File: src/rtl/burst_seq_pkg.sv
package burst_seq_pkg;

   // Which burst orders the map stage is built with.
   typedef enum logic [1:0] {
      ORD_BOTH        = 2'd0,   // runtime choice through the order input
      ORD_LINEAR_ONLY = 2'd1,   // wrapping increment only
      ORD_XOR_ONLY    = 2'd2    // interleaved only
   } order_set_e;

   // Order value captured while reset is asserted.
   localparam logic ORDER_RESET_VAL = 1'b1;

endpackage

File: src/rtl/burst_seq_cnt.sv
module burst_seq_cnt #(
   parameter int W = 2
) (
   input  logic         clk,
   input  logic         rst_n,
   input  logic         load_i,
   input  logic         step_n_i,
   output logic [W-1:0] cnt_o
);

   localparam logic [W-1:0] CNT_ZERO = '0;
   localparam logic [W-1:0] CNT_ONE  = W'(1);

   logic [W-1:0] cnt_q;
   logic [W-1:0] cnt_d;

   // Load clears the beat count. A low step advances it, and it wraps
   // naturally at the width of the field.
   always_comb begin
      cnt_d = cnt_q;
      if (load_i) begin
         cnt_d = CNT_ZERO;
      end else if (!step_n_i) begin
         cnt_d = cnt_q + CNT_ONE;
      end
   end

   always_ff @(posedge clk or negedge rst_n) begin
      if (!rst_n) begin
         cnt_q <= CNT_ZERO;
      end else begin
         cnt_q <= cnt_d;
      end
   end

   assign cnt_o = cnt_q;

endmodule

File: src/rtl/burst_seq_hold.sv
module burst_seq_hold #(
   parameter int   W         = 2,
   parameter logic MODE_INIT = 1'b1
) (
   input  logic         clk,
   input  logic         rst_n,
   input  logic         load_i,
   input  logic [W-1:0] start_i,
   input  logic         order_i,
   output logic [W-1:0] start_o,
   output logic         order_o
);

   logic [W-1:0] start_q;
   logic         order_q;

   // The start value and the order are both captured only at a load.
   always_ff @(posedge clk or negedge rst_n) begin
      if (!rst_n) begin
         start_q <= '0;
         order_q <= MODE_INIT;
      end else if (load_i) begin
         start_q <= start_i;
         order_q <= order_i;
      end
   end

   assign start_o = start_q;
   assign order_o = order_q;

endmodule

File: src/rtl/burst_seq_map.sv
module burst_seq_map
   import burst_seq_pkg::*;
#(
   parameter int         W         = 2,
   parameter order_set_e ORDER_SET = ORD_BOTH
) (
   input  logic [W-1:0] start_i,
   input  logic [W-1:0] cnt_i,
   input  logic         order_i,
   output logic [W-1:0] addr_o
);

   logic [W-1:0] lin_addr;
   logic [W-1:0] xor_addr;

   // Both candidate orders are formed inside the field width.
   // The sum drops its carry, so the burst never leaves its window.
   assign lin_addr = start_i + cnt_i;

   for (genvar b = 0; b < W; b++) begin : g_xor_bit
      assign xor_addr[b] = start_i[b] ^ cnt_i[b];
   end

   if (ORDER_SET == ORD_LINEAR_ONLY) begin : g_lin
      assign addr_o = lin_addr;
   end else if (ORDER_SET == ORD_XOR_ONLY) begin : g_xor
      assign addr_o = xor_addr;
   end else begin : g_both
      assign addr_o = order_i ? xor_addr : lin_addr;
   end

   // In the fixed variants the order input is not used.
   logic unused_order;
   assign unused_order = (ORDER_SET != ORD_BOTH) & order_i;

endmodule

File: src/rtl/burst_order_seq.sv
module burst_order_seq
   import burst_seq_pkg::*;
#(
   parameter int         W         = 2,
   parameter order_set_e ORDER_SET = ORD_BOTH
) (
   input  logic         clk,
   input  logic         rst_n,
   input  logic         load_i,
   input  logic [W-1:0] start_addr_i,
   input  logic         step_n_i,
   input  logic         order_i,
   output logic [W-1:0] addr_o,
   output logic [W-1:0] beat_o
);

   localparam int BEATS = 1 << W;

   if (W < 1 || W > 8) begin : g_bad_width
      $error("burst_order_seq: W must lie in 1..8, got %0d", W);
   end
   if (BEATS < 2) begin : g_bad_beats
      $error("burst_order_seq: a burst needs at least two beats");
   end

   logic [W-1:0] cnt;
   logic [W-1:0] start_q;
   logic         order_q;

   burst_seq_cnt #(
      .W (W)
   ) i_cnt (
      .clk      (clk),
      .rst_n    (rst_n),
      .load_i   (load_i),
      .step_n_i (step_n_i),
      .cnt_o    (cnt)
   );

   burst_seq_hold #(
      .W         (W),
      .MODE_INIT (ORDER_RESET_VAL)
   ) i_hold (
      .clk     (clk),
      .rst_n   (rst_n),
      .load_i  (load_i),
      .start_i (start_addr_i),
      .order_i (order_i),
      .start_o (start_q),
      .order_o (order_q)
   );

   burst_seq_map #(
      .W         (W),
      .ORDER_SET (ORDER_SET)
   ) i_map (
      .start_i (start_q),
      .cnt_i   (cnt),
      .order_i (order_q),
      .addr_o  (addr_o)
   );

   assign beat_o = cnt;

endmodule

File: config.mk
export PLATFORM = sky130hd
export DESIGN_NAME = burst_order_seq
export DESIGN_NICKNAME = d
export VERILOG_FILES = /design/src/rtl/burst_seq_pkg.sv /design/src/rtl/burst_seq_cnt.sv /design/src/rtl/burst_seq_hold.sv /design/src/rtl/burst_seq_map.sv /design/src/rtl/burst_order_seq.sv
export SDC_FILE = /design/constraint.sdc
export NUM_CORES = 1
export LEC_CHECK = 0
export ABC_AREA = 1
export BUFFER_PORTS_ARGS = -buffer_cell sky130_fd_sc_hd__buf_4
export CORE_AREA = 2 2 39 41
export CTS_BUF_LIST = sky130_fd_sc_hd__clkbuf_4 sky130_fd_sc_hd__clkbuf_8
export CTS_CLUSTER_SIZE = 10
export DETAILED_ROUTE_END_ITERATION = 8
export DIE_AREA = 0 0 41 43
export SYNTH_ARGS = -nofsm -noshare
export SYNTH_HDL_FRONTEND = slang
export SYNTH_SLANG_ARGS = --single-unit
File: constraint.sdc
create_clock -name clk -period 1.05 [get_ports clk]
set_clock_uncertainty 0.2 [all_clocks]
set_input_delay 0.0525 -clock clk [delete_from_list [all_inputs] [get_ports clk]]
set_output_delay 0.0525 -clock clk [all_outputs]
set_load 0.1 [all_outputs]
==> metrics.cfg <==
[sta]
max_freq_mhz = 624.9
holdWs_ps = -47.23
worst_pin_slew_ps = 151.0
min_period_ps = 1600
fin_crit_sh_pct = 152.4
grt_setup_unrepaired = yes
fin_ws_ps = -550.3
slew_headroom_pct = 89.90
drv_slew = 0
hold_viol = 4
setup_viol = 7

[cells_and_area]
drive_gt1_share_pct = 62.30
fin_nets = 70
area.growth.synth_to_final_pct = 125.6
final_common_cell = nand2_1
diodes = 0
post-route-util_pct = 43.85
layout_common_cells = nand2_1 (9), buf_4 (8), dlygate4sd3_1 (6)
stdcell_area_um2 = 606.8
nFillCells = 139

[drt]
vias_per_cell = 4.052
wirelength_um = 657
drt-initial-drc-count = 4
ant_nets = 0
first_pass_iters = 2
wl_per_cell_um = 8.532
vias = 312
drcViolationCount = 0

[floorplan]
row_count = 14
io_pins = 11
die_x_um = 41
dieArea_um2 = 1763
core_um2 = 1384
die_h_um = 43
start_util_pct = 19.44

[setup_path]
crit_fanout = 2
crit_type = flip-flop to output port
required_ps = 800
r2r_slack_ps = -340
cp-start-kind = flip-flop
worstPathArrival_ps = 1350
worst_setup_path_end_kind = output port

[hold_path]
hp-class = primary input to async pin

[power]
seqPwrFrac_pct = 26.8
p_int_w = 0.0005490
ir_drop_uv = 562.1
total_leakage_power_nw = 0.2772
switchingPower_w = 0.0003110
powerDensity_nw_per_um2 = 1417
clkPwrFrac_pct = 29.0
combPwrFrac_pct = 44.2
sw_frac_of_total_pct = 36.17

[synthesis]
synth_area_um2 = 269.0
ys_seq_area_share_pct = 46.98
synth_cells = 35
synth_compound_area_share_pct = 7.442
synth_mux_area_share_pct = 0
syn_nets = 43
synth_xor_area_share_pct = 0
yosys_warnings = 0
synth.distinct_cells = 11
synthSimpleGateAreaFrac_pct = 31.16
ys_seq_elements = 5
synth-adder-area-share_pct = 4.651
syn_area_per_cell_um2 = 7.686
synth_top_family_by_area = simple AND/OR/NAND/NOR gates

[clocking]
cts.path.max_buffers = 2
h-tree-depth = 1
clk_pin_slew_ps = 40
numCtsBuffers = 3
cts_root_buf = clkbuf_4
clkSinkCount = 5
clock_latency_ps = 240
cts_hold_buffers = 6
cts_tree = built

[global_routing]
grt_pass1_vias = 315
antenna_found_initial = 0
grt_overflow_total = 0
grt_start_max_net_pins = 9
grtUsageTotal_pct = 9.889
grt_pass1_wl_mm = 1.166

[place]
place_ws_ps = -377.0
io_buffer_count = 10
placed_area_um2 = 415.4
gp_congestion = 0.6812
dp.final_hpwl_um = 470.8

[status]
violations = hold timing, setup timing
status = finished with violations

[flow_run]
cap_violations = 0

[timing repair]
item | in CTS | in global routing
buffers inserted | 3 | 0
setup endpoints to repair | 7 | 7
pin swaps | 6 | 5
gates resized for setup | 20 | 8
hold endpoints to repair | 10 | 4
[synthesized netlist by cell type (all sizes together)]
| master | count | area share (%) |
|---|---|---|
| dfrtp | 4 | 37 |
| dfstp | 1 | 9.8 |
| ha | 1 | 4.7 |
| inv | 7 | 9.8 |
| nand2 | 12 | 17 |
| nand3 | 2 | 3.7 |
| nor2 | 3 | 6.0 |
| nor3b | 1 | 4.7 |
| o21ai | 4 | 7.4 |
[state kept, by name, summed over array words and instances (netlist names)]
| signal | cells |
|---|---|
| i_cnt.cnt_o | 2 |
| i_hold.start_o | 2 |
| i_hold.order_o | 1 |
[per-stage QoR]
step | setup TNS (ps) | total power (W) | cells
6_report | -2189 | 0.0008600 | 77
5_1_grt | -2459 | 0.0009061 | 77
4_1_cts | -2385 | 0.0008596 | 78
3_5_place_dp | -991.0 | 0.0004991 | 65
3_3_place_gp | -939.6 | 0.0004974 | 65
2_1_floorplan | -1463 | 0.0004322 | 35
[worst max-delay path: stages (launching register included)]
cell and delay (ps):
dfrtp_4 480, ha_4 170, inv_2 40, nor2_2 30, nand3_1 80, nand2_2 60, clkinvlp_4 80, buf_12 160
[per-layer routing]
metal / share of wire [%] / global-route usage, %
met5: 0 / 0
met4: 2.6 / 8.000
met3: 4.3 / 1.571
met2: 52 / 15.00
met1: 41 / 11.44
[final timing paths]
check,start,endpoint,cells past startpoint
max,i_cnt.cnt_o[0],addr_o[1],7
min,rst_n,i_cnt.cnt_o[1],2
max reg2reg,i_cnt.cnt_o[0],i_cnt.cnt_o[1],8
min reg2reg,i_hold.start_o[0],i_hold.start_o[0],2
max in group asynchronous,rst_n,i_hold.order_o,2
min in group clk,load_i,i_hold.order_o,3
[area by class of cell]
| type | instances | area, um^2 | share of cell area [%] |
|---|---|---|---|
| clock buffers | 4 | 30.03 | 4.948 |
| inverters | 7 | 32.53 | 5.361 |
| multi-input cells | 23 | 147.6 | 24.33 |
| flip-flops and latches | 5 | 131.4 | 21.65 |
| well taps | 16 | 20.02 | 3.299 |
| repair buffers | 22 | 245.2 | 40.41 |
[power groups by stage]
stage,logic (W),clock network [W],registers [W]
2_1_floorplan,0.000161,0,0.000271
3_3_place_gp,0.000267,0,0.000231
3_5_place_dp,0.000268,0,0.000231
4_1_cts,0.000371,0.000259,0.000229
5_1_grt,0.000400,0.000274,0.000232
6_report,0.000380,0.000249,0.000230
[logic make-up (layout without fill, tap and decap cells)]
family,Yosys count,in the layout
compound gates,4,4
fa+ha+maj,1,1
buf+inv,7,33
flops,5,5
simple gates,18,18
(Power assumes the default switching activity.)
